--- config.mk ---
export PLATFORM = sky130hd
export DESIGN_NAME = pwr_seq_ctrl
export DESIGN_NICKNAME = d
export VERILOG_FILES = /design/src/rtl/pwr_seq_pkg.sv /design/src/rtl/pwr_seq_regs.sv /design/src/rtl/pwr_seq_timer.sv /design/src/rtl/pwr_seq_fsm.sv /design/src/rtl/pwr_seq_ctrl.sv
export SDC_FILE = /design/constraint.sdc
export NUM_CORES = 1
export LEC_CHECK = 0
export ABC_AREA = 1
export CORE_MARGIN = 2
export CORE_UTILIZATION = 45
export CTS_CLUSTER_DIAMETER = 50
export DETAILED_ROUTE_END_ITERATION = 12
export PLACE_DENSITY = 0.75
export SYNTH_ARGS = -nofsm -noshare
export SYNTH_HDL_FRONTEND = slang
export SYNTH_SLANG_ARGS = --single-unit
--- constraint.sdc ---
create_clock -name clk -period 2 [get_ports clk]
set_clock_uncertainty 0.1 [all_clocks]
set_input_delay 0.4 -clock clk [delete_from_list [all_inputs] [get_ports clk]]
set_output_delay 0.4 -clock clk [all_outputs]
set_load 0.1 [all_outputs]
--- src/rtl/pwr_seq_pkg.sv ---
package pwr_seq_pkg;

   typedef enum logic [2:0] {
      ST_ON,
      ST_DN_ISO,
      ST_DN_SW,
      ST_OFF,
      ST_UP_SW,
      ST_UP_ISO
   } pseq_state_e;

   // word index decoded from address bits [3:2]
   localparam logic [1:0] WD_CTRL = 2'd0;
   localparam logic [1:0] WD_UPT  = 2'd1;
   localparam logic [1:0] WD_DNT  = 2'd2;
   localparam logic [1:0] WD_STAT = 2'd3;

   // bit position of the second delay field in a timing register
   localparam int unsigned FLD2_LSB = 8;

endpackage

--- src/rtl/pwr_seq_regs.sv ---
module pwr_seq_regs
   import pwr_seq_pkg::*;
#(
   parameter int unsigned DLY_W  = 6,
   parameter int unsigned DATA_W = 32,
   parameter int unsigned ADDR_W = 4
) (
   input  logic              clk,
   input  logic              rst_n,
   input  logic              sel,
   input  logic              wr,
   input  logic [ADDR_W-1:0] addr,
   input  logic [DATA_W-1:0] wdata,
   output logic [DATA_W-1:0] rdata,
   input  logic              status_set,
   input  logic              status_clr,
   output logic              pwr_en,
   output logic [DLY_W-1:0]  up_d1,
   output logic [DLY_W-1:0]  up_d2,
   output logic [DLY_W-1:0]  dn_d1,
   output logic [DLY_W-1:0]  dn_d2,
   output logic              status
);

   localparam int unsigned NFLD = 2;

   logic [1:0]       word;
   logic             hit;
   logic             wr_ctrl, wr_upt, wr_dnt, wr_stat;
   logic [DLY_W-1:0] up_q [NFLD];
   logic [DLY_W-1:0] dn_q [NFLD];
   logic             en_q, stat_q;
   logic             unused_bits;

   assign word    = addr[3:2];
   assign hit     = sel && ((addr >> 4) == '0);
   assign wr_ctrl = hit && wr && (word == WD_CTRL);
   assign wr_upt  = hit && wr && (word == WD_UPT);
   assign wr_dnt  = hit && wr && (word == WD_DNT);
   assign wr_stat = hit && wr && (word == WD_STAT);
   assign unused_bits = ^{wdata, addr[1:0]};

   always_ff @(posedge clk or negedge rst_n) begin
      if (!rst_n) begin
         en_q <= 1'b0;
      end else if (wr_ctrl) begin
         en_q <= wdata[0];
      end
   end

   always_ff @(posedge clk or negedge rst_n) begin
      if (!rst_n) begin
         for (int i = 0; i < NFLD; i++) begin
            up_q[i] <= '0;
            dn_q[i] <= '0;
         end
      end else begin
         for (int i = 0; i < NFLD; i++) begin
            if (wr_upt) up_q[i] <= wdata[i*FLD2_LSB +: DLY_W];
            if (wr_dnt) dn_q[i] <= wdata[i*FLD2_LSB +: DLY_W];
         end
      end
   end

   // a completed power-off takes precedence over a same-cycle clear
   always_ff @(posedge clk or negedge rst_n) begin
      if (!rst_n) begin
         stat_q <= 1'b0;
      end else if (status_set) begin
         stat_q <= 1'b1;
      end else if (status_clr || wr_stat) begin
         stat_q <= 1'b0;
      end
   end

   always_comb begin
      rdata = '0;
      if (hit && !wr) begin
         case (word)
            WD_CTRL: rdata[0] = en_q;
            WD_UPT: begin
               rdata[DLY_W-1:0]           = up_q[0];
               rdata[FLD2_LSB +: DLY_W]   = up_q[1];
            end
            WD_DNT: begin
               rdata[DLY_W-1:0]           = dn_q[0];
               rdata[FLD2_LSB +: DLY_W]   = dn_q[1];
            end
            default: rdata[0] = stat_q;
         endcase
      end
   end

   assign pwr_en = en_q;
   assign up_d1  = up_q[0];
   assign up_d2  = up_q[1];
   assign dn_d1  = dn_q[0];
   assign dn_d2  = dn_q[1];
   assign status = stat_q;

endmodule

--- src/rtl/pwr_seq_timer.sv ---
module pwr_seq_timer #(
   parameter int unsigned DLY_W = 6
) (
   input  logic             clk,
   input  logic             rst_n,
   input  logic             load,
   input  logic [DLY_W-1:0] load_val,
   output logic             expired
);

   logic [DLY_W-1:0] cnt_q;

   always_ff @(posedge clk or negedge rst_n) begin
      if (!rst_n) begin
         cnt_q <= '0;
      end else if (load) begin
         cnt_q <= load_val;
      end else if (cnt_q != '0) begin
         cnt_q <= cnt_q - 1'b1;
      end
   end

   assign expired = (cnt_q == '0);

endmodule

--- src/rtl/pwr_seq_fsm.sv ---
module pwr_seq_fsm
   import pwr_seq_pkg::*;
#(
   parameter int unsigned DLY_W = 6
) (
   input  logic             clk,
   input  logic             rst_n,
   input  logic             down_req,
   input  logic             up_req,
   input  logic             pwr_en,
   input  logic [DLY_W-1:0] up_d1,
   input  logic [DLY_W-1:0] up_d2,
   input  logic [DLY_W-1:0] dn_d1,
   input  logic [DLY_W-1:0] dn_d2,
   input  logic             expired,
   output logic             load,
   output logic [DLY_W-1:0] load_val,
   output logic             status_set,
   output logic             status_clr,
   output logic             sw_on,
   output logic             iso_on,
   output logic             busy
);

   pseq_state_e st_q, st_nxt;
   logic        sw_q, iso_q;
   logic        sw_nxt, iso_nxt;

   always_comb begin
      st_nxt     = st_q;
      load       = 1'b0;
      load_val   = '0;
      status_set = 1'b0;
      status_clr = 1'b0;
      case (st_q)
         ST_ON: begin
            if (down_req) begin
               if (pwr_en) begin
                  st_nxt   = ST_DN_ISO;
                  load     = 1'b1;
                  load_val = dn_d1;
               end else begin
                  status_clr = 1'b1;
               end
            end
         end
         ST_DN_ISO: begin
            if (expired) begin
               st_nxt   = ST_DN_SW;
               load     = 1'b1;
               load_val = dn_d2;
            end
         end
         ST_DN_SW: begin
            if (expired) begin
               st_nxt     = ST_OFF;
               status_set = 1'b1;
            end
         end
         ST_OFF: begin
            if (up_req) begin
               st_nxt   = ST_UP_SW;
               load     = 1'b1;
               load_val = up_d1;
            end
         end
         ST_UP_SW: begin
            if (expired) begin
               st_nxt   = ST_UP_ISO;
               load     = 1'b1;
               load_val = up_d2;
            end
         end
         ST_UP_ISO: begin
            if (expired) st_nxt = ST_ON;
         end
         default: st_nxt = ST_ON;
      endcase
   end

   // outputs follow the next state so each edge lands on its transition
   always_comb begin
      iso_nxt = (st_nxt == ST_DN_SW) || (st_nxt == ST_OFF) ||
                (st_nxt == ST_UP_SW) || (st_nxt == ST_UP_ISO);
      sw_nxt  = !((st_nxt == ST_OFF) || (st_nxt == ST_UP_SW));
   end

   always_ff @(posedge clk or negedge rst_n) begin
      if (!rst_n) begin
         st_q  <= ST_ON;
         sw_q  <= 1'b1;
         iso_q <= 1'b0;
      end else begin
         st_q  <= st_nxt;
         sw_q  <= sw_nxt;
         iso_q <= iso_nxt;
      end
   end

   assign sw_on  = sw_q;
   assign iso_on = iso_q;
   assign busy   = (st_q != ST_ON) && (st_q != ST_OFF);

endmodule

--- src/rtl/pwr_seq_ctrl.sv ---
module pwr_seq_ctrl
   import pwr_seq_pkg::*;
#(
   parameter int unsigned DLY_W  = 6,
   parameter int unsigned DATA_W = 32,
   parameter int unsigned ADDR_W = 4
) (
   input  logic              clk,
   input  logic              rst_n,
   input  logic              reg_sel,
   input  logic              reg_wr,
   input  logic [ADDR_W-1:0] reg_addr,
   input  logic [DATA_W-1:0] reg_wdata,
   output logic [DATA_W-1:0] reg_rdata,
   input  logic              down_req,
   input  logic              up_req,
   output logic              sw_on,
   output logic              iso_on,
   output logic              seq_busy
);

   localparam int unsigned MIN_DATA_W = FLD2_LSB + DLY_W;

   if (DLY_W < 1 || DLY_W > FLD2_LSB) begin : g_bad_dly
      $error("pwr_seq_ctrl: DLY_W must lie in 1..%0d", FLD2_LSB);
   end
   if (DATA_W < MIN_DATA_W) begin : g_bad_data
      $error("pwr_seq_ctrl: DATA_W must be at least %0d", MIN_DATA_W);
   end
   if (ADDR_W < 4) begin : g_bad_addr
      $error("pwr_seq_ctrl: ADDR_W must be at least 4");
   end

   logic             pwr_en_w, status_w;
   logic             st_set, st_clr;
   logic             t_load, t_expired;
   logic [DLY_W-1:0] t_val;
   logic [DLY_W-1:0] up_d1, up_d2, dn_d1, dn_d2;

   pwr_seq_regs #(
      .DLY_W (DLY_W),
      .DATA_W(DATA_W),
      .ADDR_W(ADDR_W)
   ) u_regs (
      .clk       (clk),
      .rst_n     (rst_n),
      .sel       (reg_sel),
      .wr        (reg_wr),
      .addr      (reg_addr),
      .wdata     (reg_wdata),
      .rdata     (reg_rdata),
      .status_set(st_set),
      .status_clr(st_clr),
      .pwr_en    (pwr_en_w),
      .up_d1     (up_d1),
      .up_d2     (up_d2),
      .dn_d1     (dn_d1),
      .dn_d2     (dn_d2),
      .status    (status_w)
   );

   pwr_seq_timer #(.DLY_W(DLY_W)) u_timer (
      .clk     (clk),
      .rst_n   (rst_n),
      .load    (t_load),
      .load_val(t_val),
      .expired (t_expired)
   );

   pwr_seq_fsm #(.DLY_W(DLY_W)) u_fsm (
      .clk       (clk),
      .rst_n     (rst_n),
      .down_req  (down_req),
      .up_req    (up_req),
      .pwr_en    (pwr_en_w),
      .up_d1     (up_d1),
      .up_d2     (up_d2),
      .dn_d1     (dn_d1),
      .dn_d2     (dn_d2),
      .expired   (t_expired),
      .load      (t_load),
      .load_val  (t_val),
      .status_set(st_set),
      .status_clr(st_clr),
      .sw_on     (sw_on),
      .iso_on    (iso_on),
      .busy      (seq_busy)
   );

endmodule

==> impl_metrics.yaml, run 1 <==
status:
  status: "completed"
synth:
  ys_ff_latch: 37
  postSynthCellCount: 336
  synthMuxAreaShare_pct: 0
  yosys-top-cells-count: "nand2_1, inv_1, dfrtp_1"
  synthTopCellsByArea: "dfrtp_1, nand2_1, o21ai_0, buf_4, inv_1"
  synth_compound_area_share_pct: 11.5
  synth_top_family_by_area: "simple AND/OR/NAND/NOR gates"
  asyncSetResetFlopFracSynth_pct: 100
  synth_edf_count: 0
  yosys.area.top_type: "dfrtp_1"
  netlist-cell-type-count: 35
  synthAdderAreaFrac_pct: 3.07
  synth_top_area_share_pct: 36.8
  synth.most_common_cell: "nand2_1"
  ys_warn_count: 0
  syn_area_um2: 2450
  synth-simple-area-share_pct: 31.8
  synth-main-ff-cell: "dfrtp_1"
  yosysSeqAreaShare_pct: 37.9
  avgSynthCellArea_um2: 7.29
  synth-xor-area-share_pct: 0.715
detailed_routing:
  wl_per_cell_um: 12.9
  viasPerCell: 4.94
  wirelength_mm: 5.80
  dr.pass1.iters: 5
  postRouteAntennaNets: 0
  vias: 2230
  drc: 0
  drt_iter0_drc: 185
global_route:
  grt_pass1_wl_mm: 9.75
  grt_pass1_vias: 2061
  grt_overflow: 0
  gr-usage-all-layers_pct: 20.4
  antenna_found_initial: 0
  grt_max_degree: 38
min_path:
  hold_path.class: "register to register"
clock_network:
  path_clk_slew_ps: 70
  cts_buffer_depth: 2
  hold_buffers: 0
  cts_tree: "done"
  cts_buffers: 5
  clockRootBuffer: "clkbuf_8"
  cts.sinks: 37
  htreeDepth: 2
  clk_latency_ps: 290
sta:
  fmax_mhz: 513
  maxSlewViolCount: 0
  finalHoldWorstSlack_ps: 415
  period_share_pct: 97.5
  grt_setup_unrepaired: "no"
  finalHoldViolations: 0
  fin_crit_ps: 1950
  setup_violations: 0
  final.setup.tns_ps: 0
pwr:
  ir_worst_vdd_uv: 625
  finalPower_mw: 3.32
  p_leak_nw: 1.57
  powerDensity_nw_per_um2: 998
setup_path:
  criticalPathCategory: "input pin to output port"
  end_kind: "output port"
  critPathMaxFanout: 6
  cp.arrival_ps: 1450
  start_kind: "input pin"
  crit_required_ps: 1500
placement:
  hpwlAfterDp_mm: 4.27
  port-buffer-count: 34
  place_congestion: 0.902
die:
  ios: 77
  start_util_pct: 47.3
  std_cell_rows: 26
  die_area_um2: 6050
  core_area_um2: 5170
  die_x_um: 77.8
  die_h_um: 77.8
final_layout:
  fin_util_pct: 64.4
  area_growth_pct: 36.0
  fillers: 431
  layout-drive-gt1-share_pct: 21.5
  multi_input_area_um2: 1410
  antenna_cells: 0
  regArea_um2: 928
  fin_nets: 428
job:
  drv_cap: 0
==> worst paths after layout <==
| path | slack [ps] | depth (start not counted) | to | from |
|---|---|---|---|---|
| worst min register to register | 410 | 2 | u_regs.dn_d1[3] | u_regs.dn_d1[3] |
| worst min-delay path | 410 | 2 | u_regs.dn_d1[3] | u_regs.dn_d1[3] |
| worst max register to register | 240 | 8 | u_timer.cnt_q[0] | u_timer.cnt_q[0] |
| min in group asynchronous | 430 | 2 | u_regs.status | rst_n |
| max in group asynchronous | 1020 | 2 | u_fsm.st_q[0] | rst_n |
| worst max-delay path | 50 | 7 | reg_rdata[3] | reg_sel |
==> flip-flops by register name, indices dropped and copies added, names as in the netlist <==
| signal | flops |
|---|---|
| u_regs.pwr_en | 1 |
| u_regs.dn_d2 | 6 |
| u_fsm.iso_on | 1 |
| u_fsm.st_q | 3 |
| u_timer.cnt_q | 6 |
| u_regs.dn_d1 | 6 |
| u_regs.up_d2 | 6 |
| u_regs.up_d1 | 6 |
| u_regs.status | 1 |
| u_fsm.sw_on | 1 |
==> timing repair <==
action                                  in CTS  in global routing
pin swaps                                    4                  1
resized for setup                           18                  2
endpoints found under the setup margin      13                 12
endpoints found under the hold margin        0                  0
setup buffers                                0                  2
cloned                                       1                  0
==> through the flow <==
stage	area (µm²)	instances	setup WS, ps
2_1_floorplan	2700	355	-1.09
3_3_place_gp	3190	440	-313
3_5_place_dp	3190	440	-337
4_1_cts	3310	449	21.7
5_1_grt	3330	451	3.01
6_report	3330	451	50.6
==> final cells by class <==
| class | count | area share (%) |
|---|---|---|
| well taps | 70 | 2.63 |
| repair buffers | 50 | 20.1 |
| inverters | 40 | 4.58 |
| clock buffers | 6 | 2.18 |
| clock inverters | 2 | 0.301 |
| multi-input cells | 246 | 42.4 |
| flip-flops and latches | 37 | 27.9 |
==> cell usage in the layout, fill, tap and decap left out, types with 4 or more instances in the layout <==
| cell type | count |
|---|---|
| a21oi_4 | 12 |
| buf_12 | 19 |
| buf_4 | 11 |
| clkbuf_8 | 5 |
| clkdlybuf4s50_1 | 15 |
| conb_1 | 20 |
| dfrtp_1 | 35 |
| inv_1 | 36 |
| nand2_1 | 84 |
| nand2_2 | 4 |
| nand2_4 | 4 |
| nand3_1 | 25 |
| nand4_1 | 4 |
| nor2_1 | 31 |
| o21ai_0 | 31 |
==> metal layers <==
layer	GRT usage, %	up-vias	wire length, µm
li1	-	1111	-
met1	28.0	1027	2620
met2	31.9	81	2710
met3	3.95	11	358
met4	7.32	0	110
met5	0	-	0
==> worst max-delay path, stage by stage <==
cell and delay [ps]:
dlygate4sd2_1 220, inv_1 80, nor2_4 150, nand2_4 90, buf_12 160, a21oi_4 150, buf_12 190
==> kinds of logic (layout without fill, tap and decap cells) <==
logic type      Yosys count  after routing
compound gates           52             52
fa+ha+maj                 6              6
simple gates            166            166
xor+xnor                  2              2
buf+inv                  72             98
flops                    37             37
other cells               1             20
==> report_power, final <==
part           internal [mW]  switching, mW  total, mW
Clock                  0.242          0.265      0.507
Combinational          0.562           1.09       1.65
Sequential             0.949          0.215       1.16
(Power assumes the default switching activity.)
==> inputs of run 2 (changes only) <==
--- a/config.mk
+++ b/config.mk
@@ -6,11 +6,15 @@
 export NUM_CORES = 1
 export LEC_CHECK = 0
 export ABC_AREA = 1
+export CELL_PAD_IN_SITES_DETAIL_PLACEMENT = 1
+export CELL_PAD_IN_SITES_GLOBAL_PLACEMENT = 1
 export CORE_MARGIN = 2
-export CORE_UTILIZATION = 45
+export CORE_UTILIZATION = 33
 export CTS_CLUSTER_DIAMETER = 50
 export DETAILED_ROUTE_END_ITERATION = 12
-export PLACE_DENSITY = 0.75
+export HOLD_SLACK_MARGIN = 0.02
+export PLACE_DENSITY = 0.78
 export SYNTH_ARGS = -nofsm -noshare
 export SYNTH_HDL_FRONTEND = slang
 export SYNTH_SLANG_ARGS = --single-unit
+export TNS_END_PERCENT = 10
==> run 2 against run 1 <==
Compared with the run above:
- wire length is 27% higher
- largest power group unchanged
- power is 2.6% higher
- critical path type is now register to output port
- first-iteration DRC count is 43% lower
- sequential power hardly changed
- critical path depth is 2 lower
- final cell count is 7.3% higher
- die area is 34% higher
- worst setup slack hardly changed
- global-route usage is 1.4 points lower
- largest cell class unchanged
==> impl_metrics.yaml, run 2 (synthesized netlist as in run 1, its figures left out) <==
status:
  status: "completed"
pwr:
  share_comb_of_total_power_pct: 49.9
  ir_worst_vdd_uv: 381
  p_leak_nw: 1.58
  swShare_pct: 48.8
  power.share.sequential_pct: 34.6
  p_sw_mw: 1.66
  p_int_mw: 1.75
  powerDensity_nw_per_um2: 1000
  pwr-share-clk_pct: 15.5
setup_path:
  cp_top_family: "flip-flops"
  cp.arrival_ps: 1450
  criticalPathCategory: "register to output port"
  crit_buf_inv: 3
  crit_required_ps: 1500
  crit_slowest_cell: "dfrtp_2"
  start_kind: "register"
  critPathMaxFanout: 7
  end_kind: "output port"
  slowest_delay_ps: 490
  crit_path_cell_trace: "inv_4 > nand3_2 > nand2_1 > inv_1 > buf_12"
final_layout:
  area_growth_pct: 39.1
  final_cell_mix: "nand2_1, inv_1, dfrtp_1, nor2_1, o21ai_0"
  antenna_cells: 0
  final_common_cell: "nand2_1"
  fin_cells: 484
  fin_nets: 432
  layout-drive-gt1-share_pct: 23.6
placement:
  place_inst: 473
  place_congestion: 0.776
  port-buffer-count: 34
  hpwlAfterDp_mm: 5.30
die:
  core_area_um2: 7210
  die_x_um: 90.1
  die_h_um: 90.1
  ios: 77
  std_cell_rows: 31
  start_util_pct: 33.9
  die_area_um2: 8130
sta:
  finalHoldViolations: 0
  maxSlewViolCount: 0
  finalHoldWorstSlack_ps: 431
  grt_setup_unrepaired: "yes"
  worstMarginPinSlew_ps: 507
  period_share_pct: 97.5
  setup_violations: 0
  slew_headroom_pct: 66.2
  fmax_mhz: 513
  fin_crit_ps: 1950
clock_network:
  cts_buffers: 5
  cts_tree: "done"
  htreeDepth: 2
  cts.sinks: 37
  path_clk_slew_ps: 80
  clk_latency_ps: 290
  clockRootBuffer: "clkbuf_8"
  cts_buffer_depth: 2
global_route:
  grt_overflow: 0
  grt_max_degree: 25
  grt_pass1_wl_mm: 12.6
  gr-usage-all-layers_pct: 18.9
  grt_pass1_vias: 2525
  antenna_found_initial: 0
detailed_routing:
  drt_iter0_drc: 106
  postRouteAntennaNets: 0
  drc: 0
  wl_per_cell_um: 15.2
  vias: 2326
  viasPerCell: 4.81
  wirelength_mm: 7.38
  dr.pass1.iters: 4
job:
  drv_cap: 0
min_path:
  hold_path.class: "register to register"
[run 2: power groups by stage]
stage | combinational [mW] | sequential (mW) | clock, mW
finish | 1.70 | 1.18 | 0.528
floorplan | 1.26 | 1.14 | 0
global route | 1.85 | 1.21 | 0.572
global placement | 1.57 | 1.17 | 0
CTS | 1.70 | 1.17 | 0.543
detailed placement | 1.64 | 1.18 | 0
[run 2: cell type report]
cell class	count	area, µm²
tap	99	124
sequential	37	930
multi-input combinational	246	1430
fill	890	3810
inverter	40	153
clock buffer	5	68.8
clock inverter	3	17.5
timing repair buffer	54	687
[run 2: layer usage]
metal  global-route usage [%]  up-vias  routed length, µm  share of wire, %
met5                        0        -                  0                 0
met4                     4.49        0                104               1.4
met3                     3.44       12                215               2.9
met2                     34.1       55               3780                51
met1                     23.4     1139               3280                44
li1                         -     1120                  -                 -
[run 2: path summary, 6_finish.rpt]
| check | from | to | slack (ps) | depth (start not counted) |
|---|---|---|---|---|
| min in group asynchronous | rst_n | u_regs.pwr_en | 510 | 2 |
| max in group asynchronous | rst_n | u_fsm.sw_on | 730 | 3 |
| setup / recovery | u_fsm.st_q[2] | seq_busy | 50 | 5 |
| hold / removal | u_regs.up_d2[4] | u_regs.up_d2[4] | 430 | 2 |
| hold reg to reg | u_regs.up_d2[4] | u_regs.up_d2[4] | 430 | 2 |
| setup reg to reg | u_timer.cnt_q[0] | u_timer.cnt_q[3] | 170 | 9 |
[run 2: worst register-to-register path, cell delays in order (launching register included)]
cell and delay, ps:
dfrtp_1 390, inv_1 170, ha_1 260, nand2_2 130
nor2_8 240, nand2_4 100, nand2_4 110, nand3_1 120
nand2_1 90, inv_1 40
[run 2: repair_timing]
item | CTS | global route
hold buffers | 1 | 0
pin swaps | 8 | 3
gates cloned | 1 | 0
endpoints found under the setup margin | 13 | 13
buffers inserted | 1 | 0
endpoints found under the hold margin | 18 | 0
resized for setup | 28 | 2
[run 2: through the flow]
stage	power (mW)	instance area [µm²]	util (%)	setup WS [ps]	setup TNS, ps
floorplan	2.40	2660	-	-141	-1470
global placement	2.74	3220	44.6	-353	-4140
detailed placement	2.82	3220	44.6	-375	-4680
CTS	3.41	3410	47.3	3.48	0
global route	3.63	3410	47.2	-9.42	-9.42
finish	3.41	3410	47.2	50.6	0
==> inputs of run 3 (changes only) <==
--- a/config.mk
+++ b/config.mk
@@ -10,6 +10,7 @@
 export CELL_PAD_IN_SITES_GLOBAL_PLACEMENT = 1
 export CORE_MARGIN = 2
 export CORE_UTILIZATION = 33
+export CTS_BUF_LIST = sky130_fd_sc_hd__clkbuf_8 sky130_fd_sc_hd__clkbuf_16
 export CTS_CLUSTER_DIAMETER = 50
 export DETAILED_ROUTE_END_ITERATION = 12
 export HOLD_SLACK_MARGIN = 0.02
==> results of run 3 <==
Same layout as run 2: the final DEF is identical, and so are final timing and power.
